[src/rtl/uop_alu_pkg.sv]
package uop_alu_pkg;

    typedef enum logic [1:0] {
        FN_AND  = 2'b00,
        FN_OR   = 2'b01,
        FN_NOTB = 2'b10,
        FN_SUM  = 2'b11
    } fn_e;

    // Encoding is {sar_one, shl_byte}
    typedef enum logic [1:0] {
        SH_NONE  = 2'b00,
        SH_LEFT  = 2'b01,
        SH_RIGHT = 2'b10,
        SH_BOTH  = 2'b11
    } shmode_e;

endpackage

[src/rtl/uop_alu_logic.sv]
module uop_alu_logic
    import uop_alu_pkg::*;
#(
    parameter int WIDTH = 32
) (
    input  logic [WIDTH-1:0] a_in,
    input  logic [WIDTH-1:0] b_in,
    input  fn_e              fn,
    input  logic             en_a,
    input  logic             en_b,
    input  logic             inv_a,
    input  logic             cin,
    output logic [WIDTH-1:0] y
);

    logic [WIDTH-1:0] a_gated;
    logic [WIDTH-1:0] a_op;
    logic [WIDTH-1:0] b_op;
    logic [WIDTH-1:0] sum;
    logic [WIDTH-1:0] carry;

    always_comb begin
        a_gated = en_a ? a_in : '0;
        a_op    = inv_a ? ~a_gated : a_gated;
        b_op    = en_b ? b_in : '0;
    end

    // Explicit ripple chain; carry out of the top bit is never formed
    assign carry[0] = cin;
    for (genvar i = 0; i < WIDTH; i++) begin : g_bit
        assign sum[i] = a_op[i] ^ b_op[i] ^ carry[i];
        if (i < WIDTH - 1) begin : g_carry
            assign carry[i+1] = (a_op[i] & b_op[i]) | (carry[i] & (a_op[i] ^ b_op[i]));
        end
    end

    always_comb begin
        unique case (fn)
            FN_AND:  y = a_op & b_op;
            FN_OR:   y = a_op | b_op;
            FN_NOTB: y = ~b_op;
            default: y = sum;
        endcase
    end

endmodule

[src/rtl/uop_alu_shift.sv]
module uop_alu_shift
    import uop_alu_pkg::*;
#(
    parameter int WIDTH   = 32,
    parameter int SHL_AMT = 8
) (
    input  logic [WIDTH-1:0] x,
    input  logic             shl,
    input  logic             shr,
    output logic [WIDTH-1:0] y,
    output logic             conflict
);

    shmode_e mode;

    always_comb begin
        mode     = shmode_e'({shr, shl});
        conflict = (mode == SH_BOTH);
        unique case (mode)
            SH_LEFT:  y = {x[WIDTH-SHL_AMT-1:0], {SHL_AMT{1'b0}}};
            SH_RIGHT: y = {x[WIDTH-1], x[WIDTH-1:1]};
            default:  y = x;
        endcase
    end

endmodule

[src/rtl/uop_alu.sv]
module uop_alu
    import uop_alu_pkg::*;
#(
    parameter int WIDTH   = 32,
    parameter int SHL_AMT = 8
) (
    input  logic             clk,
    input  logic             rst_n,
    input  logic [WIDTH-1:0] a_hold,
    input  logic [WIDTH-1:0] b_bus,
    input  logic [1:0]       f_sel,
    input  logic             en_a,
    input  logic             en_b,
    input  logic             inv_a,
    input  logic             carry_in,
    input  logic             shl_byte,
    input  logic             sar_one,
    output logic [WIDTH-1:0] result_q,
    output logic             neg_q,
    output logic             zero_q,
    output logic             shift_conflict_q
);

    localparam int MSB = WIDTH - 1;

    typedef struct packed {
        logic [WIDTH-1:0] res;
        logic             neg;
        logic             zero;
        logic             conflict;
        logic [1:0]       mode;
    } stage_t;

    stage_t           st_d, st_q;
    logic [WIDTH-1:0] fn_y;
    logic [WIDTH-1:0] sh_y;
    logic             sh_conflict;

    uop_alu_logic #(.WIDTH(WIDTH)) logic_i (
        .a_in  (a_hold),
        .b_in  (b_bus),
        .fn    (fn_e'(f_sel)),
        .en_a  (en_a),
        .en_b  (en_b),
        .inv_a (inv_a),
        .cin   (carry_in),
        .y     (fn_y)
    );

    uop_alu_shift #(.WIDTH(WIDTH), .SHL_AMT(SHL_AMT)) shift_i (
        .x        (fn_y),
        .shl      (shl_byte),
        .shr      (sar_one),
        .y        (sh_y),
        .conflict (sh_conflict)
    );

    always_comb begin
        st_d          = st_q;
        st_d.res      = sh_y;
        st_d.neg      = fn_y[MSB];
        st_d.zero     = (fn_y == '0);
        st_d.conflict = sh_conflict;
        st_d.mode     = {sar_one, shl_byte};
    end

    always_ff @(posedge clk) begin
        if (!rst_n) begin
            st_q <= '0;
        end else begin
            st_q <= st_d;
        end
    end

    assign result_q         = st_q.res;
    assign neg_q            = st_q.neg;
    assign zero_q           = st_q.zero;
    assign shift_conflict_q = st_q.conflict;

    // A zero pre-shift value stays zero through any shift
    p_zero_result_r10: assert property (@(posedge clk) disable iff (!rst_n)
        zero_q |-> (result_q == '0));

    // Byte shift must leave the low byte clear
    p_left_low_clear_r6: assert property (@(posedge clk) disable iff (!rst_n)
        (st_q.mode == SH_LEFT) |-> (result_q[SHL_AMT-1:0] == '0));

    // Arithmetic shift keeps the sign seen by the flag
    p_right_sign_r7: assert property (@(posedge clk) disable iff (!rst_n)
        (st_q.mode == SH_RIGHT) |-> (result_q[MSB] == neg_q && result_q[MSB-1] == neg_q));

    // Conflicting shift request passes the value through
    p_conflict_pass_r8: assert property (@(posedge clk) disable iff (!rst_n)
        shift_conflict_q |-> (result_q[MSB] == neg_q && st_q.mode == SH_BOTH));

    // Unshifted output carries the sign flag in its top bit
    p_neg_plain_r9: assert property (@(posedge clk) disable iff (!rst_n)
        (st_q.mode == SH_NONE) |-> (result_q[MSB] == neg_q && !shift_conflict_q));

endmodule

[config.mk]
export PLATFORM = sky130hd
export DESIGN_NAME = uop_alu
export DESIGN_NICKNAME = d
export VERILOG_FILES = /design/src/rtl/uop_alu_pkg.sv /design/src/rtl/uop_alu_logic.sv /design/src/rtl/uop_alu_shift.sv /design/src/rtl/uop_alu.sv
export SDC_FILE = /design/constraint.sdc
export NUM_CORES = 1
export LEC_CHECK = 0
export CORE_ASPECT_RATIO = 1.2
export CORE_MARGIN = 5
export CORE_UTILIZATION = 30
export CTS_BUF_LIST = sky130_fd_sc_hd__clkbuf_16
export CTS_CLUSTER_SIZE = 10
export DETAILED_ROUTE_END_ITERATION = 8
export DONT_BUFFER_PORTS = 1
export PLACE_DENSITY = 0.42
export SYNTH_ARGS = -nofsm -noshare
export SYNTH_HDL_FRONTEND = slang
export SYNTH_HIERARCHICAL = 1
export SYNTH_SLANG_ARGS = --single-unit
[constraint.sdc]
create_clock -name clk -period 19.6 [get_ports clk]
set_input_delay 0.98 -clock clk [delete_from_list [all_inputs] [get_ports clk]]
set_output_delay 0.98 -clock clk [all_outputs]
set_load 0.02 [all_outputs]
==> flow_metrics.env, run 1 <==
export IMPL_status="completed"
export IMPL_syn_area_sq_mm=0.00508
export IMPL_p_comb_frac=0.426
export IMPL_grt_util_all_layers=0.128
export IMPL_initial_utilization=0.302
export IMPL_finalSetupTns_ps=0
export IMPL_cts_setup_buffers=0
export IMPL_drive_gt1_frac=0.0810
export IMPL_worstPathRequired_ps=19800
export IMPL_p_int_uw=181
export IMPL_nets=702
export IMPL_clockBufferDepth=2
export IMPL_grt_max_degree=65
export IMPL_pwr_share_clk=0.255
export IMPL_drc=0
export IMPL_power_density_mw_per_mm2=54.9
export IMPL_cp_slowest_cell="mux4_2"
export IMPL_worstHoldPathType="in2reg"
export IMPL_totalPowerFinal_uw=289
export IMPL_num_antenna_cells=0
export IMPL_p_leak_nw=2.45
export IMPL_drtIter0Drc=147
export IMPL_swShare=0.373
export IMPL_dr_pass1_iters=4
export IMPL_vias=3503
export IMPL_layout_cells_most_common="inv_1"
export IMPL_wirelength_microns=12700
export IMPL_ys_seq_area_frac=0.138
export IMPL_syn2layout_area_growth_pct=3.55
export IMPL_rows=52
export IMPL_ys_flop_type="dfxtp_1"
export IMPL_timing_final_crit_period_ps=16460
export IMPL_io_pins=109
export IMPL_clk_pin_slew_ps=60
export IMPL_grt_pass1_vias=3493
export IMPL_fin_crit_sh=0.840
export IMPL_pre_cts_ws_ps=2770
export IMPL_synth_area_per_cell_sq_um=9.11
export IMPL_cts_buffers=5
export IMPL_finalSetupViolCount=0
export IMPL_cp_num_buf_inv=2
export IMPL_postSynth_asyncResetShare=0
export IMPL_min_to="result_q[2]$_SDFF_PN0_"
export IMPL_cts_sinks=35
export IMPL_layout_common_cells="100 x inv_1, 90 x nand2_1, 67 x ha_1"
export IMPL_cts_htree_levels=2
export IMPL_end_kind="register"
export IMPL_grt_pass1_wl_microns=19800
export IMPL_cp_top_family="adder cells"
export IMPL_die_width_microns=129
export IMPL_syn_inst=557
export IMPL_crit_type="in2reg"
export IMPL_seqPwrFrac=0.319
export IMPL_antenna_found_initial=0
export IMPL_yosysUniqueCellTypes=26
export IMPL_cts_root_buf="clkbuf_16"
export IMPL_yosysWarnings=6
export IMPL_antenna_left=0
export IMPL_synth_edf_count=0
export IMPL_syn_nets=729
export IMPL_cp_slowest_stage_delay_ps=520
export IMPL_core_sq_mm=0.0168
export IMPL_hold_path_depth=1
export IMPL_clock_fmax_mhz=60.7
export IMPL_maxCapViolCount=0
export IMPL_ys_ff_latch=35
export IMPL_dpl_cell_area_sq_mm=0.00511
export IMPL_cts_tree="done"
export IMPL_die_h_microns=152
export IMPL_gr_total_overflow=0
export IMPL_gp_congestion=0.720
export IMPL_via_per_inst=4.69
export IMPL_grt_setup_unrepaired="no"
export IMPL_slew_violations=0
export IMPL_setup_ws_ps=3140
export IMPL_port_buffers=0
export IMPL_cp_max_fo=32
export IMPL_routedWlPerCell_microns=17.0
export IMPL_start_kind="input port"
export IMPL_cp_common_cell="fa_1"
export IMPL_design_area_sq_mm=0.00526
export IMPL_switchingPower_uw=108
export IMPL_hpwl_microns=10200
export IMPL_hold_viol_final=0
export IMPL_tightest_slew_ps=910
export IMPL_max_vdd_ir_drop_uv=33.3
export IMPL_maxSlewHeadroom=0.393
export IMPL_dieArea_sq_mm=0.0196
export IMPL_ctsHoldBuffers=0
export IMPL_worstPathArrival_ps=16670
export IMPL_min_from="rst_n"
export IMPL_post_cts_resize_count=0
==> Yosys cell counts (all sizes together), types with 6 or more instances <==
| library cell | instances | area, sq um |
|---|---|---|
| nor4 | 6 | 37.5 |
| mux4 | 32 | 721 |
| and2 | 34 | 213 |
| dfxtp | 35 | 701 |
| xnor2 | 33 | 289 |
| ha | 67 | 838 |
| xor2 | 32 | 280 |
| nand2 | 90 | 338 |
| a22oi | 23 | 173 |
| buf | 32 | 228 |
| a22o | 7 | 61.3 |
| inv | 99 | 372 |
| o21ai | 25 | 125 |
| fa | 31 | 621 |
==> metrics by stage <==
step,util,std cells,hold WS [ps]
floorplan,-,557,1100
global placement,0.305,739,1110
detailed placement,0.305,739,1110
CTS,0.313,747,813
global route,0.313,747,817
finish,0.313,747,825
==> registers in the layout, indices dropped and copies added, names as in the netlist <==
register,flops
neg_q,1
shift_conflict_q,1
zero_q,1
result_q,32
==> kinds of logic after synthesis <==
family                   synth area share
XOR/XNOR                            0.112
AO/OA/AOI/OAI                      0.0707
AND/OR/NAND/NOR                     0.129
buffers and inverters               0.120
flip-flops                          0.138
adder cells (fa/ha/maj)             0.287
multiplexers                        0.142
==> power groups by stage <==
| stage | Clock [mW] | Sequential, mW | Combinational (mW) |
|---|---|---|---|
| 6_report | 0.0736 | 0.0922 | 0.123 |
| 5_1_grt | 0.0791 | 0.0931 | 0.142 |
| 4_1_cts | 0.0771 | 0.0927 | 0.125 |
| 3_5_place_dp | 0 | 0.0943 | 0.125 |
| 3_3_place_gp | 0 | 0.0943 | 0.122 |
| 2_1_floorplan | 0 | 0.0925 | 0.107 |
==> worst max path at each step <==
| stage | startpoint | to | slack, ps | cells past startpoint |
|---|---|---|---|---|
| after floorplan | inv_a | zero_q$_SDFF_PN0_ | 3270 | 40 |
| after CTS | en_a | zero_q$_SDFF_PN0_ | 3000 | 40 |
| final | en_a | zero_q$_SDFF_PN0_ | 3140 | 40 |
| after detailed placement | en_a | zero_q$_SDFF_PN0_ | 2770 | 40 |
| after global placement | en_a | zero_q$_SDFF_PN0_ | 2850 | 40 |
| after global routing | en_a | zero_q$_SDFF_PN0_ | 2530 | 40 |
==> cell type report <==
cell class | count | area (sq um)
clock buffers | 5 | 125
inverters | 99 | 372
multi-input cells | 388 | 3760
repair buffers | 1 | 7.51
clock inverters | 3 | 16.3
fillers | 1778 | 11500
flip-flops and latches | 35 | 701
well taps | 216 | 270
==> per-layer routing <==
| layer | vias up | routed length (microns) | GRT usage |
|---|---|---|---|
| met4 | 0 | 174 | 0.0360 |
| met5 | - | 0 | 0 |
| met3 | 8 | 595 | 0.0221 |
| met2 | 89 | 6300 | 0.216 |
| li1 | 1689 | - | - |
| met1 | 1717 | 5610 | 0.168 |
Note: power is estimated with default switching activity, not from simulation.
==> run 2: changes to the inputs <==
PLACE_DENSITY = 0.43   (was 0.42)
clock period = 13.96 ns   (was 19.6 ns; I/O delays follow)
==> flow_metrics.env, run 2 (synthesis results as in run 1) <==
export IMPL_status="completed"
export IMPL_power_density_mw_per_mm2=77.1
export IMPL_slew_violations=0
export IMPL_swShare=0.375
export IMPL_nFillCells=1777
export IMPL_num_antenna_cells=0
export IMPL_pwr_share_clk=0.250
export IMPL_drtIter0Drc=172
export IMPL_dr_pass1_iters=4
export IMPL_maxSlewHeadroom=0.353
export IMPL_pre_cts_ws_ps=-374
export IMPL_vias=3497
export IMPL_via_per_inst=4.65
export IMPL_dieArea_sq_mm=0.0196
export IMPL_clk_pin_slew_ps=60
export IMPL_grt_setup_unrepaired="yes"
export IMPL_syn2layout_area_growth_pct=6.63
export IMPL_io_pins=109
export IMPL_totalPowerFinal_uw=417
export IMPL_start_kind="input port"
export IMPL_die_h_microns=152
export IMPL_wirelength_microns=12800
export IMPL_largest_reg_flops=32
export IMPL_grt_util_all_layers=0.132
export IMPL_hpwl_microns=10300
export IMPL_port_buffers=0
export IMPL_antenna_left=0
export IMPL_cts_htree_levels=2
export IMPL_gr_total_overflow=0
export IMPL_grt_pass1_wl_microns=20400
export IMPL_initial_utilization=0.302
export IMPL_p_comb_frac=0.440
export IMPL_crit_type="in2reg"
export IMPL_drive_gt1_frac=0.162
export IMPL_cp_slowest_stage_delay_ps=570
export IMPL_worstPathRequired_ps=14170
export IMPL_cts_sinks=35
export IMPL_cp_common_cell="fa_2"
export IMPL_antenna_found_initial=0
export IMPL_routedWlPerCell_microns=17.0
export IMPL_ff_latch_area_sq_um=701
export IMPL_fin_crit_sh=0.993
export IMPL_tightest_slew_ps=971
export IMPL_drc=0
export IMPL_core_sq_mm=0.0168
export IMPL_hold_viol_final=0
export IMPL_layout_cells_most_common="inv_1"
export IMPL_multi_input_area_sq_mm=0.00388
export IMPL_clock_fmax_mhz=72.2
export IMPL_grt_pass1_vias=3689
export IMPL_p_leak_nw=2.47
export IMPL_cts_root_buf="clkbuf_16"
export IMPL_rows=52
export IMPL_die_width_microns=129
export IMPL_p_int_uw=261
export IMPL_seqPwrFrac=0.310
export IMPL_grt_max_degree=65
export IMPL_finalSetupViolCount=0
export IMPL_max_vdd_ir_drop_uv=54.8
export IMPL_gp_congestion=0.762
export IMPL_cts_tree="done"
export IMPL_worstPathArrival_ps=14060
export IMPL_maxCapViolCount=0
export IMPL_cts_buffers=5
export IMPL_end_kind="register"
export IMPL_timing_final_crit_period_ps=13860
export IMPL_nets=707
export IMPL_cp_slowest_cell="fa_2"
export IMPL_clockBufferDepth=2
export IMPL_layout_common_cells="97 x inv_1, 89 x nand2_1, 67 x ha_1"
export IMPL_worstHoldPathType="in2reg"
export IMPL_cp_max_fo=64
export IMPL_setup_ws_ps=104
export IMPL_switchingPower_uw=156
run 2: changes by cell type in the layout (fill, tap and decap cells not counted), sizes merged:
| cell | delta |
|---|---|
| buf | +5 |
run 2: worst paths after layout:
check             startpoint  depth (start not counted)                       to
hold / removal         rst_n                          1  result_q[18]$_SDFF_PN0_
setup / recovery       inv_a                         39        zero_q$_SDFF_PN0_
run 2: what timing repair did:
item / 4_1_cts / 5_1_grt
resized for setup: 2 / 12
setup endpoints to repair: 4 / 5
pin swaps: 3 / 1
buffers inserted: 0 / 1
hold buffers: 0 / 0
run 2: layout make-up:
class | count | share of cell area
inverters | 99 | 0.0687
flip-flops and latches | 35 | 0.129
clock buffers | 5 | 0.0231
repair buffers | 6 | 0.00902
multi-input cells | 388 | 0.717
clock inverters | 3 | 0.00301
well taps | 216 | 0.0499
run 2: through the flow:
step	instances	hold slack, ps	util	TNS [ps]	area [sq um]
floorplan	557	820	-	0	5160
global placement	743	824	0.311	-870	5220
detailed placement	743	826	0.311	-1380	5220
CTS	751	534	0.320	-30.1	5370
global route	752	532	0.322	-961	5410
finish	752	542	0.322	0	5410
run 2: critical path, delay by kind of cell:
family                   cells  cell delay, ps
buffers and inverters        3             140
XOR/XNOR                     1             200
multiplexers                 1             480
AND/OR/NAND/NOR              3             570
adder cells (fa/ha/maj)     31           11960
run 2: power by group through the flow:
stage                     clock network [mW]  logic, mW  registers [mW]
after floorplan                            0      0.154           0.130
after global placement                     0      0.178           0.132
after detailed placement                   0      0.183           0.132
after CTS                              0.109      0.183           0.130
after global routing                   0.113      0.211           0.131
final                                  0.104      0.183           0.129
run 2: per-layer routing:
metal  up-vias  track usage  wire, microns
met5         -            0              0
met4         0       0.0330            176
met3        10       0.0214            588
met2        89        0.218           6250
met1      1697        0.178           5740
li1       1701            -              -
